<file path="src/rtl/odo_pkg.sv">
package odo_pkg;
  localparam int unsigned ODO_SYNC_DEPTH = 2;

  typedef enum logic {
    DIR_DOWN = 1'b0,
    DIR_UP   = 1'b1
  } odo_dir_e;
endpackage

</file>
<file path="src/rtl/odo_sync.sv">
module odo_sync #(
  parameter int unsigned W      = 1,
  parameter int unsigned STAGES = 2
) (
  input  logic         clk,
  input  logic         rst,
  input  logic [W-1:0] d,
  output logic [W-1:0] q
);
  logic [W-1:0] stg [STAGES];

  always_ff @(posedge clk) begin
    if (rst) begin
      for (int i = 0; i < STAGES; i++) stg[i] <= '0;
    end else begin
      stg[0] <= d;
      for (int i = 1; i < STAGES; i++) stg[i] <= stg[i-1];
    end
  end

  assign q = stg[STAGES-1];
endmodule

</file>
<file path="src/rtl/odo_edge_counter.sv">
module odo_edge_counter
  import odo_pkg::*;
#(
  parameter int unsigned CNT_W = 16
) (
  input  logic             clk,
  input  logic             rst,
  input  logic             pulse_s,
  input  odo_dir_e         dir,
  output logic [CNT_W-1:0] count
);
  logic pulse_d;
  logic rise;

  assign rise = pulse_s & ~pulse_d;

  always_ff @(posedge clk) begin
    if (rst) begin
      pulse_d <= 1'b0;
      count   <= '0;
    end else begin
      pulse_d <= pulse_s;
      if (rise) begin
        if (dir == DIR_UP) count <= count + CNT_W'(1);
        else               count <= count - CNT_W'(1);
      end
    end
  end

  p_step_up_r3: assert property (@(posedge clk) disable iff (rst)
    (rise && dir == DIR_UP) |=> (count == $past(count) + CNT_W'(1)));

  p_step_down_r4: assert property (@(posedge clk) disable iff (rst)
    (rise && dir == DIR_DOWN) |=> (count == $past(count) - CNT_W'(1)));

  p_idle_hold_r9: assert property (@(posedge clk) disable iff (rst)
    (!rise) |=> $stable(count));
endmodule

</file>
<file path="src/rtl/odo_counter_top.sv">
module odo_counter_top
  import odo_pkg::*;
#(
  parameter int unsigned NCH    = 2,
  parameter int unsigned CNT_W  = 16,
  localparam int unsigned ADDR_W = $clog2(NCH + 2)
) (
  input  logic              clk,
  input  logic              rst,
  input  logic [NCH-1:0]    pulse_in,
  input  logic              state_in,
  input  logic              cmd_we,
  input  logic              cmd_dir_en,
  input  logic              latch_strobe,
  input  logic              rd_en,
  input  logic [ADDR_W-1:0] rd_addr,
  output logic [CNT_W-1:0]  rd_data,
  output logic              rd_valid
);
  localparam int unsigned SYNC_W = NCH + 1;
  localparam int unsigned STATE_SLOT = NCH;
  localparam int unsigned EN_SLOT    = NCH + 1;

  logic [SYNC_W-1:0] sync_q;
  logic [NCH-1:0]    pulse_s;
  logic              state_s;
  logic              dir_en_q;
  odo_dir_e          dir;
  logic [CNT_W-1:0]  cnt  [NCH];
  logic [CNT_W-1:0]  held [NCH];
  logic              held_state;
  logic [CNT_W-1:0]  rd_mux;

  odo_sync #(.W(SYNC_W), .STAGES(ODO_SYNC_DEPTH)) u_sync (
    .clk (clk),
    .rst (rst),
    .d   ({state_in, pulse_in}),
    .q   (sync_q)
  );

  assign pulse_s = sync_q[NCH-1:0];
  assign state_s = sync_q[NCH];

  always_ff @(posedge clk) begin
    if (rst)         dir_en_q <= 1'b0;
    else if (cmd_we) dir_en_q <= cmd_dir_en;
  end

  assign dir = (!dir_en_q || state_s) ? DIR_UP : DIR_DOWN;

  for (genvar c = 0; c < NCH; c++) begin : g_ch
    odo_edge_counter #(.CNT_W(CNT_W)) u_cnt (
      .clk     (clk),
      .rst     (rst),
      .pulse_s (pulse_s[c]),
      .dir     (dir),
      .count   (cnt[c])
    );

    always_ff @(posedge clk) begin
      if (rst)               held[c] <= '0;
      else if (latch_strobe) held[c] <= cnt[c];
    end

    p_capture_r6: assert property (@(posedge clk) disable iff (rst)
      latch_strobe |=> (held[c] == $past(cnt[c])));

    p_keep_r6: assert property (@(posedge clk) disable iff (rst)
      !latch_strobe |=> $stable(held[c]));
  end

  always_ff @(posedge clk) begin
    if (rst)               held_state <= 1'b0;
    else if (latch_strobe) held_state <= state_s;
  end

  always_comb begin
    rd_mux = '0;
    for (int i = 0; i < NCH; i++)
      if (rd_addr == ADDR_W'(i)) rd_mux = held[i];
    if (rd_addr == ADDR_W'(STATE_SLOT)) rd_mux = CNT_W'(held_state);
    if (rd_addr == ADDR_W'(EN_SLOT))    rd_mux = CNT_W'(dir_en_q);
  end

  always_ff @(posedge clk) begin
    if (rst) begin
      rd_data  <= '0;
      rd_valid <= 1'b0;
    end else begin
      rd_valid <= rd_en;
      if (rd_en) rd_data <= rd_mux;
    end
  end

  p_rd_valid_r7: assert property (@(posedge clk) disable iff (rst)
    rd_en |=> rd_valid);

  p_en_write_r8: assert property (@(posedge clk) disable iff (rst)
    cmd_we |=> (dir_en_q == $past(cmd_dir_en)));

  p_en_keep_r8: assert property (@(posedge clk) disable iff (rst)
    !cmd_we |=> $stable(dir_en_q));
endmodule

</file>
<file path="config.mk">
export PLATFORM = sky130hd
export DESIGN_NAME = odo_counter_top
export DESIGN_NICKNAME = d
export VERILOG_FILES = /design/src/rtl/odo_pkg.sv /design/src/rtl/odo_sync.sv /design/src/rtl/odo_edge_counter.sv /design/src/rtl/odo_counter_top.sv
export SDC_FILE = /design/constraint.sdc
export NUM_CORES = 1
export LEC_CHECK = 0
export ABC_AREA = 0
export BUFFER_PORTS_ARGS = -buffer_cell sky130_fd_sc_hd__buf_2
export CORE_MARGIN = 8
export CORE_UTILIZATION = 50
export DETAILED_ROUTE_END_ITERATION = 10
export PLACE_DENSITY_LB_ADDON = 0.12
export SYNTH_ARGS = -nofsm -noshare
export SYNTH_HDL_FRONTEND = slang
export SYNTH_SLANG_ARGS = --single-unit
</file>
<file path="constraint.sdc">
create_clock -name clk -period 7.7 [get_ports clk]
set_input_delay 1.54 -clock clk [delete_from_list [all_inputs] [get_ports clk]]
set_output_delay 1.54 -clock clk [all_outputs]
set_load 0.02 [all_outputs]
</file>
== Word level (Yosys, flattened, before mapping) ==
Memory sizes are Yosys's and may differ from the RTL's.
Index checks and enable logic that the tools add are counted.
Widths: inputs -> output; s select.

* Word-level logic and storage cells: 45
* Memories: 2
* Input port bits: 11
* Latch bits: 0
* Register bits: 53
* Memory bits (read-only): 0
* RAM bits: 38
* Output and inout port bits: 17

* Reduce and logical (&&, ||, !) cells: 3
* Multiplexer cells: 17
* Div/mod/pow operators: 0
* Bitwise operators: 8
* Eq/ne operators: 3
* Shift operators: 0
* $add $sub $neg: 4
* $mul: 0
* $lt $le $gt $ge: 0

{| class="wikitable"
|+ Memory list
! memory !! depth !! bits a word !! read ports !! clocked after memory_dff !! write ports !! RTL line !! RTL
|-
| held || 2 || 16 || 2 || 0 || 2 || odo_counter_top.sv:30 || <nowiki>logic [CNT_W-1:0] held [NCH];</nowiki>
|-
| u_sync.stg || 2 || 3 || 2 || 0 || 2 || odo_sync.sv:10 || <nowiki>logic [W-1:0] stg [STAGES];</nowiki>
|}

{| class="wikitable"
|+ Operators with widths
! kind !! number
|-
| $mux 16 || 8
|-
| $add 16x1->16 const B || 2
|-
| $sub 16x1->16 const B || 2
|-
| $mux 1 || 7
|-
| $mux 3 || 2
|-
| $eq 2x2->1 const B || 2
|-
| $or 1x1->1 || 4
|-
| $and 1x1->1 || 2
|-
| $eq 2x1->1 const B || 1
|-
| $logic_not 2->1 || 1
|-
| $not 1->1 || 2
|-
| $logic_not 1->1 || 1
|-
| $logic_or 1x1->1 || 1
|}

== Longest topological paths before layout ==
Gate-level depths: netlist of the first run.

* Depth after elaboration: 5
* Depth in mapped cells: 10
* Gate-level depth less buffers: 8

== Cells and area by module ==
From an unflattened synthesis of the first run, not the netlist that was laid out.

* Cell total of the unflattened synthesis: 535
* Area total of the unflattened synthesis: 4999.8 µm²

{| class="wikitable"
|+ By module, submodules not included
! module !! seq. area each (µm²) !! instances !! cells an instance !! area an instance (µm²)
|-
| odo_counter_top || 1341.3 || 1 || 164 || 2085.8
|-
| odo_edge_counter at g_ch[1].u_cnt || 340.3 || 1 || 180 || 1386.3
|-
| odo_edge_counter at g_ch[0].u_cnt || 340.3 || 1 || 176 || 1347.5
|-
| odo_sync || 120.1 || 1 || 15 || 180.2
|}

== Worst setup path before layout of the first run ==
No wires, ideal clock.

* Kind: register -> register
* From: mem u_sync.stg[0][5] in the netlist's numbering
* To: reg g_ch[0].u_cnt.count[10]
* Buffers on the path: 2
* Library setup time: 121 ps
* Stages on the path, launching flop included: 11
* Data arrival time: 2745 ps
* Data required time: 7579 ps
* Setup slack: 4834 ps
* Clock period less this slack: 2866 ps
* Cell sequence: dfxtp_1 nand2b_4 clkbuf_1 buf_1 xnor2_1 ha_1 or3_1 o31a_1 o2111a_1 a21oi_1 mux2_2

{| class="wikitable"
|+ RTL lines
! item !! RTL line !! RTL
|-
| from (decl) || odo_sync.sv:10 ||
|-
| to (signal assigned) || odo_edge_counter.sv:24 || <nowiki>if (dir == DIR_UP) count <= count + CNT_W'(1);</nowiki>
|-
| to (signal assigned) || odo_edge_counter.sv:25 || <nowiki>else count <= count - CNT_W'(1);</nowiki>
|-
| to (decl) || odo_edge_counter.sv:10 || <nowiki>output logic [CNT_W-1:0] count</nowiki>
|}

==> run_results.csv, run 1 <==
group,metric,value,unit
timing,final-max-slew-violation-count,0,
yosys,top_reg_cell_synth,"dfxtp_1",
timing,period_needed,3.24,ns
critical_path,worstPathRequired,7.70,ns
critical_path,worst-endpoint-arrival,3.23,ns
timing,actual_slew_at_the_worst_max_slew_pin,1.03,ns
grt,grt_use_total,16.8,%
timing,count_of_endpoints_failing_hold_in_the_final_timing_report,0,
critical_path,worstSetupEndpointType,"flip-flop",
yosys,post_synth_most_frequent_cells,"dfxtp_1 (59), nor2_1 (57), nor2b_1 (40), and2_1 (36), clkbuf_1 (33)",
drt,ant_nets,0,
yosys,synth_area_leaders,"dfxtp_1 (24%), edfxtp_1 (20%), mux2_2 (6.0%)",
timing,hold_ws,0.447,ns
grt,global_route_wire_length_before_repair,17600,um
die,initial_core_util,50.7,%
timing,max_freq,309,MHz
drt,drc,0,
placement,port_buffers,27,
clock_tree,post_cts_resize_count,0,
drt,count_of_vias_placed_by_the_detailed_router,3664,
power_and_ir_drop,cellLeakagePower,2.01,nW
yosys,post-synth-top-area-fraction,24.3,%
yosys,syn_nets,538,
clock_tree,numCtsBuffers,9,
grt,grt.overflow.total,0,
flow_run,max-cap-violations,0,
yosys,synth-warning-count,0,
worst_hold_path,min_path_type,"flip-flop to flip-flop",
yosys,syn_avg_cell_area,9.26,um2
grt,grt_pass1_vias,3434,
cells_and_area,layout-area-overhead-vs-synth,6.46,%
critical_path,timing.critical_path.slowest_cell_delay,0.64,ns
critical_path,critPathTopFamily,"buffers and inverters",
critical_path,cp.buffers_inverters,2,
cells_and_area,num-nets-final,535,
yosys,synth_enable_flop_cells,32,
cells_and_area,postLayoutCellArea,5170,um2
drt,dr.pass1.iters,8,
placement,placed_cell_area,4960,um2
die,chipHeight,115,um
yosys,yosysTopAreaCell,"dfxtp_1",
placement,place.gp.congestion,0.835,
die,fp.coreArea,9590,um2
yosys,syn-cell-area,4860,um2
clock_tree,worst_setup_hold_path_clk_slew,0.09,ns
grt,grt_max_degree,48,
grt,antenna_violations_before_repair,0,
clock_tree,clk_root_buffer_cell,"clkbuf_8",
timing,timing.final.setup_violations,0,
yosys,synth_cells,525,
yosys,ys_types,66,
critical_path,worst-setup-path-type,"primary input to flip-flop",
drt,wire_per_inst,16.0,um
power_and_ir_drop,irDropWorstVdd,0.0772,mV
cells_and_area,post_route_cells_drive_above_1_share,17.1,%
power_and_ir_drop,power_per_cell_area,186,nW/um2
die,placement_rows,36,
clock_tree,cts.hold.buffers_added,0,
timing,maxSlewHeadroom,31.5,%
clock_tree,cts_num_sinks,91,
timing,finalCritPeriodShare,42.0,%
yosys,synth_most_common_cell,"dfxtp_1",
critical_path,critical_path.slowest_cell,"or2_2",
die,ios,28,
die,chipWidth,115,um
critical_path,cp_cell_sequence,"buf_2 > buf_4 > or2_2",
critical_path,critical_path_peak_fanout,47,
yosys,number_of_register_bits_inferred_by_synthesis,91,
drt,finalWirelength,10600,um
clock_tree,clock_path_buffers,2,
clock_tree,h_tree_depth,3,
timing,final.setup.tns,0,ns
drt,detail_route.iter0.violations,389,
timing,timing.clock.skew,0.0177,ns
clock_tree,tritoncts,"done",
clock_tree,clk-insertion-delay-late,0.37,ns
cells_and_area,diodes,0,
yosys,synth_sequential_area_ratio,44.1,%
clock_tree,post_cts_buffers,0,
yosys,synth-async-reset-ratio,0,%
die,die-area,13100,um2
drt,number_of_vias_per_cell_after_detailed_routing,5.55,
status,outcome,"complete, no violations",
placement,hpwlAfterDp,7130,um
timing,rsz_0062_raised_after_global_routing,"no",
critical_path,critPathLaunchType,"primary input",
==> state kept, by name, indices dropped and copies added (netlist names) <==
signal	count
dir_en_q	1
g_ch.u_cnt.count	32
g_ch.u_cnt.pulse_d	2
held	32
held_state	1
rd_data	16
rd_valid	1
u_sync.stg	6
==> final timing paths <==
kind,from,cells after the start,endpoint,slack (ns)
min,u_sync.stg[0][2],1,u_sync.stg[0][5],0.45
max,rst,3,held[0][1],4.46
max reg2reg,u_sync.stg[0][5],7,g_ch[1].u_cnt.count[14],4.92
min reg2reg,u_sync.stg[0][2],1,u_sync.stg[0][5],0.45
==> per-layer routing <==
layer / up-vias / track usage (%) / share of wire [%]
met5: - / 0 / 0
met4: 0 / 5.94 / 1.4
met3: 13 / 2.85 / 4.6
met2: 89 / 26.1 / 45
met1: 1714 / 22.9 / 49
li1: 1848 / - / -
==> final cells by class <==
type,count,area (um2)
Clock buffer,9,124
Clock inverter,7,90.1
Fill cell,881,4420
Inverter,3,11.3
Multi-Input combinational cell,387,2480
Sequential cell,91,2140
Tap cell,133,166
Timing Repair Buffer,30,158
==> stage by stage <==
step                      instances  utilization (%)  worst slack, ns  power, mW
after CTS                       660             53.9             4.41      0.968
after global routing            660             53.9             4.26      0.999
after global placement          644             51.7             4.08      0.617
after floorplan                 525                -             4.83      0.599
final                           660             53.9             4.46      0.962
after detailed placement        644             51.7             4.02      0.619
==> power breakdown <==
group	switching (mW)	leakage (nW)	total, mW	internal [mW]
Sequential	0.0150	0.835	0.528	0.513
Clock	0.195	0.110	0.355	0.159
Combinational	0.0474	1.06	0.0801	0.0327
==> cells in the final DEF, fill, tap and decap left out, types with 4 or more instances in the layout <==
master    netlist  routed
dfxtp_1        59      59
or3_1          12      12
mux2i_1        11      11
xnor2_1         6       6
nor2_1         57      57
clkbuf_8        3       9
nor4_1         11      11
nand2_1        28      28
nand3_1        13      13
buf_2           1      27
nand4_1         8       8
xor2_1          7       7
nor3b_1         4       4
nor3_1         17      17
and3_1          6       6
and2_1         36      36
edfxtp_1       32      32
mux2_2         26      26
or4_1           4       4
a21oi_1        32      32
or2_2           6       6
nor2b_1        40      40
o21ai_0        10      10
==> cells by family after synthesis <==
logic type                 Yosys count  share of synthesized area, %
and+or+nand+nor                    262                          29.9
DFF                                 91                          44.1
AOI/OAI and AO/OA                   71                          9.35
buffers and inverters               47                          4.84
muxes                               39                          8.99
xor gates and xnor gates            13                          2.34
adders and majority gates            2                         0.515
(Power assumes the default switching activity.)
==> run 2, diff against run 1 <==
clock period = 2.7 ns   (was 7.7 ns; I/O delays follow)
==> run 2 against run 1 <==
Compared with the run above: count of clock-buffer cells in the layout did not move; largest power group unchanged; design area up 1.5%; global-route usage is essentially flat; wire length rose by 0.27%; sequential share of layout area shrank 0.63 points; register-to-register slack got worse by 4.7 ns; cell count increased by 2.1%; largest cell class unchanged; worst setup slack lost 4.2 ns.
==> run_results.csv, run 2 (synthesis gave the netlist of run 1 again) <==
group,metric,value,unit
timing,timing.final.setup_violations,0,
clock_tree,post_cts_buffers,0,
timing,finalCritPeriodShare,91.4,%
die,placement_rows,36,
worst_hold_path,min_path_type,"primary input to flip-flop",
placement,port_buffers,27,
power_and_ir_drop,power_per_cell_area,494,nW/um2
power_and_ir_drop,p_sw_share,26.5,%
timing,period_needed,2.47,ns
timing,timing.clock.skew,0.0139,ns
status,outcome,"complete, no violations",
clock_tree,h_tree_depth,3,
timing,final.setup.tns,0,ns
power_and_ir_drop,share_clk_of_total_power,32.5,%
placement,place.gp.congestion,0.868,
cells_and_area,postLayoutCellArea,5250,um2
die,chipHeight,115,um
drt,count_of_vias_placed_by_the_detailed_router,3728,
power_and_ir_drop,cellLeakagePower,2.05,nW
cells_and_area,post_route_cells_drive_above_1_share,19.0,%
timing,count_of_endpoints_failing_hold_in_the_final_timing_report,0,
clock_tree,clk_root_buffer_cell,"clkbuf_8",
drt,finalWirelength,10600,um
clock_tree,post_cts_resize_count,0,
cells_and_area,combined_area_of_the_multi_input_logic_cells,2480,um2
power_and_ir_drop,comb_power_share,9.8,%
grt,global_route_wire_length_before_repair,17700,um
critical_path,timing.critical_path.slowest_cell_delay,0.45,ns
timing,hold_ws,0.385,ns
power_and_ir_drop,seqPwrFrac,57.7,%
drt,ant_nets,0,
power_and_ir_drop,cell_internal_pwr,1.91,mW
die,die-area,13100,um2
drt,dr.pass1.iters,5,
critical_path,worst-endpoint-arrival,2.72,ns
timing,rsz_0062_raised_after_global_routing,"no",
cells_and_area,layout-area-overhead-vs-synth,8.11,%
grt,grt_max_degree,36,
critical_path,critPathLaunchType,"flip-flop",
drt,drc,0,
grt,grt_use_total,16.8,%
clock_tree,worst_setup_hold_path_clk_slew,0.10,ns
cells_and_area,mostFrequentLayoutCell,"dfxtp_1",
timing,final-max-slew-violation-count,0,
grt,grt.overflow.total,0,
placement,hpwlAfterDp,7570,um
critical_path,critical_path_peak_fanout,5,
cells_and_area,fillCellCount,905,
clock_tree,clk-insertion-delay-late,0.36,ns
clock_tree,numCtsBuffers,9,
clock_tree,clock_path_buffers,2,
critical_path,cp_cell_sequence,"nand2b_4 > xnor2_1 > ha_1 > or3_1 > o31a_1 > o2111a_1 > a21oi_1 > mux2_2",
cells_and_area,layout.area.seq,2140,um2
critical_path,critical_path.slowest_cell,"dfxtp_1",
critical_path,worstSetupEndpointType,"flip-flop",
power_and_ir_drop,p_sw,0.687,mW
cells_and_area,top_regs,"g_ch.u_cnt.count: 32 flops, held: 32 flops, rd_data: 16 flops",
die,chipWidth,115,um
clock_tree,cts_num_sinks,91,
drt,detail_route.iter0.violations,293,
cells_and_area,utilization,54.8,%
cells_and_area,num-nets-final,549,
drt,wire_per_inst,15.7,um
die,fp.coreArea,9590,um2
grt,antenna_violations_before_repair,0,
grt,grt_pass1_vias,3430,
critical_path,worstPathRequired,2.96,ns
flow_run,max-cap-violations,0,
power_and_ir_drop,irDropWorstVdd,0.220,mV
cells_and_area,diodes,0,
clock_tree,tritoncts,"done",
drt,number_of_vias_per_cell_after_detailed_routing,5.53,
cells_and_area,mostFrequentLayoutCells,"dfxtp_1 (59), nor2_1 (57), nor2b_1 (40)",
die,initial_core_util,50.7,%
placement,placed_cell_area,5080,um2
die,ios,28,
timing,maxSlewHeadroom,58.8,%
critical_path,worst-setup-path-type,"flip-flop to flip-flop",
clock_tree,cts.hold.buffers_added,0,
timing,max_freq,405,MHz
timing,actual_slew_at_the_worst_max_slew_pin,0.613,ns
[run 2: cell types whose count changed in the layout (fill, tap and decap cells not counted), sizes merged]
| cell | before | now |
|---|---|---|
| clkinvlp | 0 | 3 |
| buf | 30 | 44 |
| bufinv | 1 | 0 |
| inv | 7 | 5 |
[run 2: routing by layer]
| layer | track usage [%] | part of all wire, % | vias to the layer above |
|---|---|---|---|
| li1 | - | - | 1869 |
| met1 | 23.4 | 49 | 1753 |
| met2 | 26.1 | 45 | 95 |
| met3 | 2.27 | 4.6 | 11 |
| met4 | 5.86 | 1.2 | 0 |
| met5 | 0 | 0 | - |
[run 2: path summary, 6_finish.rpt]
| kind | from | to | slack, ns | cells after the start |
|---|---|---|---|---|
| min | pulse_in[1] | u_sync.stg[0][1] | 0.39 | 2 |
| max reg2reg | u_sync.stg[0][5] | g_ch[0].u_cnt.count[10] | 0.23 | 8 |
| min reg2reg | u_sync.stg[0][1] | u_sync.stg[0][4] | 0.45 | 1 |
| max | u_sync.stg[0][5] | g_ch[0].u_cnt.count[10] | 0.23 | 8 |
[run 2: layout make-up]
| class | instances | share of cell area [%] |
|---|---|---|
| multi-input cells | 387 | 47.2 |
| repair buffers | 44 | 5.24 |
| well taps | 133 | 3.17 |
| clock buffers | 9 | 2.36 |
| flip-flops and latches | 91 | 40.8 |
| clock inverters | 7 | 1.00 |
| inverters | 3 | 0.214 |
[run 2: critical path: cells and delay by family (launching register included)]
kind / cells / cell delay, ns
XOR/XNOR: 1 / 0.07
AND/OR/NAND/NOR: 2 / 0.59
AO/OA/AOI/OAI: 3 / 0.69
multiplexers: 1 / 0.35
flip-flops: 1 / 0.45
adder cells (fa/ha/maj): 1 / 0.23
[run 2: power groups by stage]
| stage | clock [mW] | combinational (mW) | sequential, mW |
|---|---|---|---|
| 6_report | 0.843 | 0.254 | 1.50 |
| 2_1_floorplan | 0 | 0.190 | 1.52 |
| 3_5_place_dp | 0 | 0.253 | 1.53 |
| 3_3_place_gp | 0 | 0.250 | 1.53 |
| 4_1_cts | 0.868 | 0.255 | 1.50 |
| 5_1_grt | 0.942 | 0.282 | 1.50 |
[run 2: metrics by stage]
step | total power [mW] | setup slack [ns] | cells
2_1_floorplan | 1.71 | 0.0460 | 525
3_3_place_gp | 1.78 | 0.336 | 658
3_5_place_dp | 1.78 | 0.247 | 658
4_1_cts | 2.62 | 0.250 | 674
5_1_grt | 2.73 | 0.0792 | 674
6_report | 2.60 | 0.233 | 674
